$ cat src/rtl/stack_core_pkg.sv
package stack_core_pkg;
  localparam int DW     = 32;
  localparam int UPC_W  = 5;
  localparam int NCREG  = 7;
  // destination bitmap positions
  localparam int C_MAR = 0;
  localparam int C_MDR = 1;
  localparam int C_PC  = 2;
  localparam int C_SP  = 3;
  localparam int C_LV  = 4;
  localparam int C_TOS = 5;
  localparam int C_H   = 6;

  localparam logic [NCREG-1:0] M_MAR = NCREG'(1) << C_MAR;
  localparam logic [NCREG-1:0] M_MDR = NCREG'(1) << C_MDR;
  localparam logic [NCREG-1:0] M_PC  = NCREG'(1) << C_PC;
  localparam logic [NCREG-1:0] M_SP  = NCREG'(1) << C_SP;
  localparam logic [NCREG-1:0] M_TOS = NCREG'(1) << C_TOS;
  localparam logic [NCREG-1:0] M_H   = NCREG'(1) << C_H;

  localparam logic [7:0] OP_LOAD  = 8'h01;
  localparam logic [7:0] OP_STORE = 8'h02;
  localparam logic [7:0] OP_ADD   = 8'h03;
  localparam logic [7:0] OP_PUSHB = 8'h04;

  typedef enum logic [3:0] {
    BS_MDR = 4'd0, BS_PC = 4'd1, BS_MBR = 4'd2, BS_MBRU = 4'd3,
    BS_SP = 4'd4, BS_LV = 4'd5, BS_TOS = 4'd6, BS_NONE = 4'd15
  } bsel_e;

  typedef enum logic [1:0] {ALU_B, ALU_ADD, ALU_INC, ALU_DEC} alu_e;

  typedef struct packed {
    logic [UPC_W-1:0] nxt;
    logic             jam;    // next address from opcode
    alu_e             alu;
    logic [NCREG-1:0] cmask;  // one bit per destination
    bsel_e            bsel;   // binary source select
    logic             rd;
    logic             wr;
    logic             fetch;
  } uinstr_t;

  function automatic logic [DW-1:0] alu_f(alu_e op, logic [DW-1:0] a, logic [DW-1:0] b);
    case (op)
      ALU_ADD: return a + b;
      ALU_INC: return b + DW'(1);
      ALU_DEC: return b - DW'(1);
      default: return b;
    endcase
  endfunction

  function automatic logic [DW-1:0] sext8(logic [7:0] v);
    return {{(DW-8){v[7]}}, v};
  endfunction

  function automatic uinstr_t mk_u(logic [UPC_W-1:0] nxt, logic jam, alu_e alu,
                                   logic [NCREG-1:0] cm, bsel_e bs,
                                   logic rd, logic wr, logic f);
    uinstr_t u;
    u.nxt = nxt; u.jam = jam; u.alu = alu; u.cmask = cm;
    u.bsel = bs; u.rd = rd; u.wr = wr; u.fetch = f;
    return u;
  endfunction

  // microstore: each routine ends by returning to address 0 (dispatch)
  function automatic uinstr_t ustore(logic [UPC_W-1:0] a);
    case (a)
      5'd0:  return mk_u(5'd0,  1'b1, ALU_INC, M_PC,         BS_PC,   1'b0, 1'b0, 1'b0);
      // load local: 5 steps
      5'd1:  return mk_u(5'd2,  1'b0, ALU_B,   M_H,          BS_LV,   1'b0, 1'b0, 1'b1);
      5'd2:  return mk_u(5'd3,  1'b0, ALU_ADD, M_MAR,        BS_MBRU, 1'b1, 1'b0, 1'b0);
      5'd3:  return mk_u(5'd4,  1'b0, ALU_INC, M_PC,         BS_PC,   1'b0, 1'b0, 1'b0);
      5'd4:  return mk_u(5'd5,  1'b0, ALU_INC, M_MAR | M_SP, BS_SP,   1'b0, 1'b1, 1'b0);
      5'd5:  return mk_u(5'd0,  1'b0, ALU_B,   M_TOS,        BS_MDR,  1'b0, 1'b0, 1'b0);
      // store local: 6 steps
      5'd6:  return mk_u(5'd7,  1'b0, ALU_B,   M_H,          BS_LV,   1'b0, 1'b0, 1'b1);
      5'd7:  return mk_u(5'd8,  1'b0, ALU_ADD, M_MAR,        BS_MBRU, 1'b0, 1'b0, 1'b0);
      5'd8:  return mk_u(5'd9,  1'b0, ALU_B,   M_MDR,        BS_TOS,  1'b0, 1'b1, 1'b0);
      5'd9:  return mk_u(5'd10, 1'b0, ALU_DEC, M_MAR | M_SP, BS_SP,   1'b1, 1'b0, 1'b0);
      5'd10: return mk_u(5'd11, 1'b0, ALU_INC, M_PC,         BS_PC,   1'b0, 1'b0, 1'b0);
      5'd11: return mk_u(5'd0,  1'b0, ALU_B,   M_TOS,        BS_MDR,  1'b0, 1'b0, 1'b0);
      // add: 3 steps
      5'd12: return mk_u(5'd13, 1'b0, ALU_DEC, M_MAR | M_SP, BS_SP,   1'b1, 1'b0, 1'b0);
      5'd13: return mk_u(5'd14, 1'b0, ALU_B,   M_H,          BS_TOS,  1'b0, 1'b0, 1'b0);
      5'd14: return mk_u(5'd0,  1'b0, ALU_ADD, M_MDR | M_TOS, BS_MDR, 1'b0, 1'b1, 1'b0);
      // push byte: 3 steps
      5'd15: return mk_u(5'd16, 1'b0, ALU_INC, M_MAR | M_SP, BS_SP,   1'b0, 1'b0, 1'b1);
      5'd16: return mk_u(5'd17, 1'b0, ALU_INC, M_PC,         BS_PC,   1'b0, 1'b0, 1'b0);
      5'd17: return mk_u(5'd0,  1'b0, ALU_B,   M_MDR | M_TOS, BS_MBR, 1'b0, 1'b1, 1'b0);
      default: return mk_u(5'd0, 1'b0, ALU_B, '0, BS_NONE, 1'b0, 1'b0, 1'b0);
    endcase
  endfunction

  // {valid, entry address}
  function automatic logic [UPC_W:0] entry(logic [7:0] op);
    case (op)
      OP_LOAD:  return {1'b1, 5'd1};
      OP_STORE: return {1'b1, 5'd6};
      OP_ADD:   return {1'b1, 5'd12};
      OP_PUSHB: return {1'b1, 5'd15};
      default:  return '0;
    endcase
  endfunction
endpackage

$ cat src/rtl/stack_core_ctrl.sv
module stack_core_ctrl
  import stack_core_pkg::*;
#(
  parameter int CW = 32
) (
  input  logic                   clk,
  input  logic                   rst_n,
  input  logic [7:0]             opcode,
  output uinstr_t                uop,
  output logic                   go,
  output logic                   halt,
  output logic                   disp_fire,
  output logic [CW-1:0]          cyc
);
  logic [UPC_W-1:0] upc_q;
  logic             halt_q;
  logic [UPC_W:0]   ent;
  logic             bad_op;

  assign uop       = ustore(upc_q);
  assign ent       = entry(opcode);
  assign bad_op    = uop.jam && !ent[UPC_W];
  assign go        = !halt_q && !bad_op;
  assign disp_fire = !halt_q && uop.jam && ent[UPC_W];
  assign halt      = halt_q;

  always_ff @(posedge clk or negedge rst_n) begin
    if (!rst_n) begin
      upc_q  <= '0;
      halt_q <= 1'b0;
      cyc    <= '0;
    end else if (!halt_q) begin
      cyc <= cyc + CW'(1);
      if (bad_op)       halt_q <= 1'b1;
      else if (uop.jam) upc_q  <= ent[UPC_W-1:0];
      else              upc_q  <= uop.nxt;
    end
  end
endmodule

$ cat src/rtl/stack_core_dp.sv
module stack_core_dp
  import stack_core_pkg::*;
#(
  parameter int AW      = 10,
  parameter int PCW     = 8,
  parameter int SP_INIT = 255,
  parameter int LV_INIT = 0
) (
  input  logic            clk,
  input  logic            rst_n,
  input  logic            go,
  input  uinstr_t         uop,
  input  logic [7:0]      rom_data,
  input  logic [DW-1:0]   mem_rdata,
  output logic [PCW-1:0]  rom_addr,
  output logic [AW-1:0]   mem_addr,
  output logic            mem_re,
  output logic            mem_we,
  output logic [DW-1:0]   mem_wdata,
  output logic [DW-1:0]   sp_o
);
  logic [DW-1:0] creg [NCREG];
  logic [7:0]    mbr_q;
  logic          rd_pend_q;
  logic [DW-1:0] bbus, cbus, mar_nx, mdr_nx;
  logic          unused_hi;

  function automatic logic [DW-1:0] init_val(int i);
    if (i == C_SP) return DW'(SP_INIT);
    if (i == C_LV) return DW'(LV_INIT);
    return '0;
  endfunction

  always_comb begin
    case (uop.bsel)
      BS_MDR:  bbus = creg[C_MDR];
      BS_PC:   bbus = creg[C_PC];
      BS_MBR:  bbus = sext8(mbr_q);
      BS_MBRU: bbus = {{(DW-8){1'b0}}, mbr_q};
      BS_SP:   bbus = creg[C_SP];
      BS_LV:   bbus = creg[C_LV];
      BS_TOS:  bbus = creg[C_TOS];
      default: bbus = '0;
    endcase
  end

  assign cbus = alu_f(uop.alu, creg[C_H], bbus);

  // memory operations see the values written in the same step
  assign mar_nx    = (go && uop.cmask[C_MAR]) ? cbus : creg[C_MAR];
  assign mdr_nx    = (go && uop.cmask[C_MDR]) ? cbus : creg[C_MDR];
  assign mem_addr  = mar_nx[AW-1:0];
  assign mem_wdata = mdr_nx;
  assign mem_re    = go && uop.rd;
  assign mem_we    = go && uop.wr;
  assign rom_addr  = creg[C_PC][PCW-1:0];
  assign sp_o      = creg[C_SP];
  assign unused_hi = ^{mar_nx[DW-1:AW], creg[C_PC][DW-1:PCW]};

  always_ff @(posedge clk or negedge rst_n) begin
    if (!rst_n) begin
      for (int i = 0; i < NCREG; i++) creg[i] <= init_val(i);
      mbr_q     <= '0;
      rd_pend_q <= 1'b0;
    end else begin
      for (int i = 0; i < NCREG; i++) begin
        if (go && uop.cmask[i])            creg[i] <= cbus;
        else if (i == C_MDR && rd_pend_q)  creg[i] <= mem_rdata;
      end
      if (go && uop.fetch) mbr_q <= rom_data;
      rd_pend_q <= go && uop.rd;
    end
  end
endmodule

$ cat src/rtl/stack_core.sv
module stack_core
  import stack_core_pkg::*;
#(
  parameter int AW      = 10,
  parameter int PCW     = 8,
  parameter int CW      = 32,
  parameter int SP_INIT = 255,
  parameter int LV_INIT = 0
) (
  input  logic            clk,
  input  logic            rst_n,
  output logic [PCW-1:0]  rom_addr,
  input  logic [7:0]      rom_data,
  output logic [AW-1:0]   mem_addr,
  output logic            mem_re,
  output logic            mem_we,
  output logic [31:0]     mem_wdata,
  input  logic [31:0]     mem_rdata,
  output logic            halt,
  output logic [CW-1:0]   cycle_count
);
  uinstr_t       uop;
  logic          go;
  logic          disp_fire;
  logic [DW-1:0] sp_now;

  stack_core_ctrl #(.CW(CW)) u_ctrl (
    .clk(clk), .rst_n(rst_n), .opcode(rom_data), .uop(uop), .go(go),
    .halt(halt), .disp_fire(disp_fire), .cyc(cycle_count)
  );

  stack_core_dp #(.AW(AW), .PCW(PCW), .SP_INIT(SP_INIT), .LV_INIT(LV_INIT)) u_dp (
    .clk(clk), .rst_n(rst_n), .go(go), .uop(uop), .rom_data(rom_data),
    .mem_rdata(mem_rdata), .rom_addr(rom_addr), .mem_addr(mem_addr),
    .mem_re(mem_re), .mem_we(mem_we), .mem_wdata(mem_wdata), .sp_o(sp_now)
  );
endmodule

$ cat config.mk
export PLATFORM = sky130hd
export DESIGN_NAME = stack_core
export DESIGN_NICKNAME = d
export VERILOG_FILES = /design/src/rtl/stack_core_pkg.sv /design/src/rtl/stack_core_ctrl.sv /design/src/rtl/stack_core_dp.sv /design/src/rtl/stack_core.sv
export SDC_FILE = /design/constraint.sdc
export NUM_CORES = 1
export LEC_CHECK = 0
export BUFFER_PORTS_ARGS = -buffer_cell sky130_fd_sc_hd__buf_2
export CAP_MARGIN = 30
export CORE_ASPECT_RATIO = 0.75
export CORE_MARGIN = 2
export CORE_UTILIZATION = 38
export CTS_CLUSTER_SIZE = 8
export DETAILED_ROUTE_END_ITERATION = 6
export PLACE_DENSITY = 0.66
export SLEW_MARGIN = 0
export SYNTH_ARGS = -nofsm -noshare
export SYNTH_HDL_FRONTEND = slang
export SYNTH_SLANG_ARGS = --single-unit
$ cat constraint.sdc
create_clock -name clk -period 5.49 [get_ports clk]
set_input_delay 0 -clock clk [delete_from_list [all_inputs] [get_ports clk]]
set_output_delay 0 -clock clk [all_outputs]
set_load 0.02 [all_outputs]
==> qor.txt <==
Status - completed
Power Internal - 2.671 mW
Crit path arrival time - 5.39 ns
Final setup vio count - 0
Diodes inserted - 0
RSZ-0062 raised after global routing - yes
Worst-path fanout max - 13
Residual DRC - 0
Max_slew headroom - 33.99%
GRT Resource Usage Total - 21.83%
Max_cap viols - 0
Die Height - 165.0 µm
Sw Share - 22.15%
CTS buffer count - 31
Dominant cells by area after synthesis - dfrtp_1 (40%), a21oi_1 (8.1%), nand2_1 (5.5%), o21ai_0 (5.2%), xnor2_1 (4.1%)
Leakage - 7.553 nW
Synthesized area per cell - 8.602 µm²
DRT iter0 DRCs - 988
Commonest non-fill, non-tap cell in the layout - dfrtp_1
Half-perimeter wire length after placement - 27.52 mm
Synthesized area - 0.01314 mm²
Grt total ovfl - 0
Most frequent cells in the layout - dfrtp_1 (205), a21oi_1 (200), nand2_1 (191)
Clock insertion delay at the later pin of the skew report - 0.57 ns
Async S/R FF share, synth - 100.0%
Final Cell Area - 0.01647 mm²
Post-synth top flop - dfrtp_1
CTS max path bufs - 3
Final net count - 1783
Starting Density - 38.84%
Period utilisation layout - 98.10%
Place WS - 0.1211 ns
Element type at the critical path start - flip-flop
Sequential share of the synthesized area - 41.42%
Die Wd - 218.7 µm
# IOs - 127
Post-synth top area cell - dfrtp_1
Hold crit path type - input port to async pin
Maximum operating frequency - 185.7 MHz
Routed wire length - 40.46 mm
Synth Net Count - 1609
Final slew viol count - 0
Syn Inst Count - 1527
Netlist cell types - 66
Largest net degree at the start of global routing - 116
Initial antenna violation count - 1
# H-tree levels - 1
CTS tree - built
Layout area overhead - 25.38%
Yosys reg bits - 217
DRT antenna net count - 0
DP Area - 0.01438 mm²
Flop pwr share - 46.7%
Root Driver - clkbuf_16
Combinational share of power - 2.3%
Per-cell routed wire length - 18.68 µm
Worst setup path class - flip-flop to output pin
Worst R2R Start - u_ctrl.upc_q[1]
Vias in the first global route - 11210
Critical Path Source - u_ctrl.upc_q[1]
1st-pass router iterations - 5
PD cells - 208.4 mW/mm²
Core area - 0.03382 mm²
PortBufs - 126
Average vias per placed instance - 5.561
Row count - 58
Minimum clock period - 5.386 ns
Crit. End Element - output pin
Setup TNS - 0 ns
Worst vdd ir - 0.2108 mV
CTS clock-pin slew for the worst setup and hold paths - 0.05 ns
WP data required - 5.49 ns
Die area - 0.03608 mm²
Post-synth EDFFs - 0
Worst-Margin Slew - 0.9797 ns
Sink Count - 217
GP Congestion - 0.9444
Sw Pwr - 0.7603 mW
Vias post-DR - 12050
Top cell type's share of synthesized area - 39.82%
Setup ws final - 0.1043 ns
Clk pwr share - 51.0%
Final Hold Vio Count - 0
Clk_skew - 0.02118 ns
YS warnings - 0
Global-route wire length before repair - 62.54 mm
Share of cells above drive strength 1 - 21.50%
power by group through the flow:
stage | clock, mW | combinational [mW] | sequential, mW
after global placement | 0 | 0.0581 | 1.63
after global routing | 1.85 | 0.0895 | 1.60
final | 1.75 | 0.0792 | 1.60
after floorplan | 0 | 0.00476 | 1.63
after detailed placement | 0 | 0.0587 | 1.63
after CTS | 1.78 | 0.0817 | 1.60
cell type report:
| type | instances | area [µm²] |
|---|---|---|
| fill | 3225 | 17350 |
| multi-input combinational | 1175 | 7675 |
| sequential | 217 | 5445 |
| timing repair buffer | 246 | 1814 |
| clock buffer | 46 | 842.1 |
| tap | 450 | 563.0 |
| inverter | 30 | 112.6 |
| clock inverter | 2 | 16.27 |
worst max-delay path, stage by stage, from the launching register on:
cell and delay (ns):
dfrtp_2 0.45, buf_4 0.16, ha_4 0.19, mux4_2 0.51, o32ai_4 0.26, buf_12 0.20, buf_12 0.15, buf_4 0.16
mux2i_1 0.23, o22ai_2 0.17, ha_4 0.24, a21o_1 0.19, a21o_1 0.18, a21o_1 0.22, o311ai_0 0.38, nand2_1 0.12
a41oi_2 0.21, xnor2_1 0.19, mux2i_1 0.12, buf_4 0.18, a21oi_2 0.14, buf_4 0.15
final timing paths:
kind | depth (start not counted) | slack, ns | endpoint
worst max-delay path | 21 | 0.10 | mem_wdata[30]
worst min register to register | 2 | 0.48 | u_dp.creg[45]
worst min-delay path | 2 | 0.07 | u_ctrl.cyc[1]
max in group asynchronous | 3 | 4.03 | u_dp.creg[141]
worst max register to register | 21 | 0.61 | u_dp.sp_o[30]
min in group clk | 3 | 0.23 | u_dp.mbr_q[4]
cell usage after synthesis (11+ instances only):
| master | instances |
|---|---|
| a21oi_1 | 213 |
| dfrtp_1 | 209 |
| nand2_1 | 193 |
| and3_1 | 12 |
| nor2b_1 | 44 |
| o22ai_1 | 25 |
| a211oi_1 | 35 |
| mux2_2 | 19 |
| nor4_1 | 14 |
| inv_1 | 30 |
| mux2i_1 | 50 |
| nor3_1 | 23 |
| nor2_1 | 115 |
| o21ai_0 | 136 |
| xor2_1 | 29 |
| a21o_1 | 25 |
| a221o_1 | 11 |
| nand3_1 | 17 |
| ha_1 | 39 |
| clkbuf_1 | 81 |
| xnor2_1 | 62 |
metrics by stage:
step	total power [mW]	hold slack [ns]	utilization, %	cells
3_5_place_dp	1.687	0.1144	42.51	2046
2_1_floorplan	1.634	-0.2956	-	1527
4_1_cts	3.465	0.1172	46.51	2137
3_3_place_gp	1.687	0.1186	42.45	2045
5_1_grt	3.540	0.1420	48.70	2166
6_report	3.432	0.07295	48.70	2166
flip-flops by register name, indices dropped and copies added (netlist names):
| name | count |
|---|---|
| u_dp.mbr_q | 8 |
| u_dp.rd_pend_q | 1 |
| u_ctrl.cyc | 32 |
| u_ctrl.upc_q | 5 |
| u_ctrl.halt | 1 |
| u_dp.sp_o | 32 |
| u_dp.rom_addr | 8 |
| u_dp.creg | 130 |
metal layers:
metal	vias up	global-route usage (%)	part of all wire, %
met2	377	31.04	41
met1	5842	33.70	50
met5	-	0	0.032
met3	51	4.567	7.3
li1	5773	-	-
met4	2	4.515	1.7
cell families after synthesis:
family | after synthesis | share of synthesized area, %
and+or+nand+nor | 469 | 16.38
buffers and inverters | 135 | 4.182
AOI/OAI and AO/OA | 505 | 22.47
xor gates and xnor gates | 91 | 6.068
adders and majority gates | 40 | 3.867
DFF | 217 | 41.42
muxes | 70 | 5.611
timing repair:
action,4_1_cts,5_1_grt
gates resized for setup,20,98
cloned,0,2
hold buffers,41,0
endpoints found under the setup margin,16,24
buffers inserted,2,27
hold endpoints to repair,146,0
pin swaps,1,24
No activity file was read; power rests on OpenSTA's default activity.
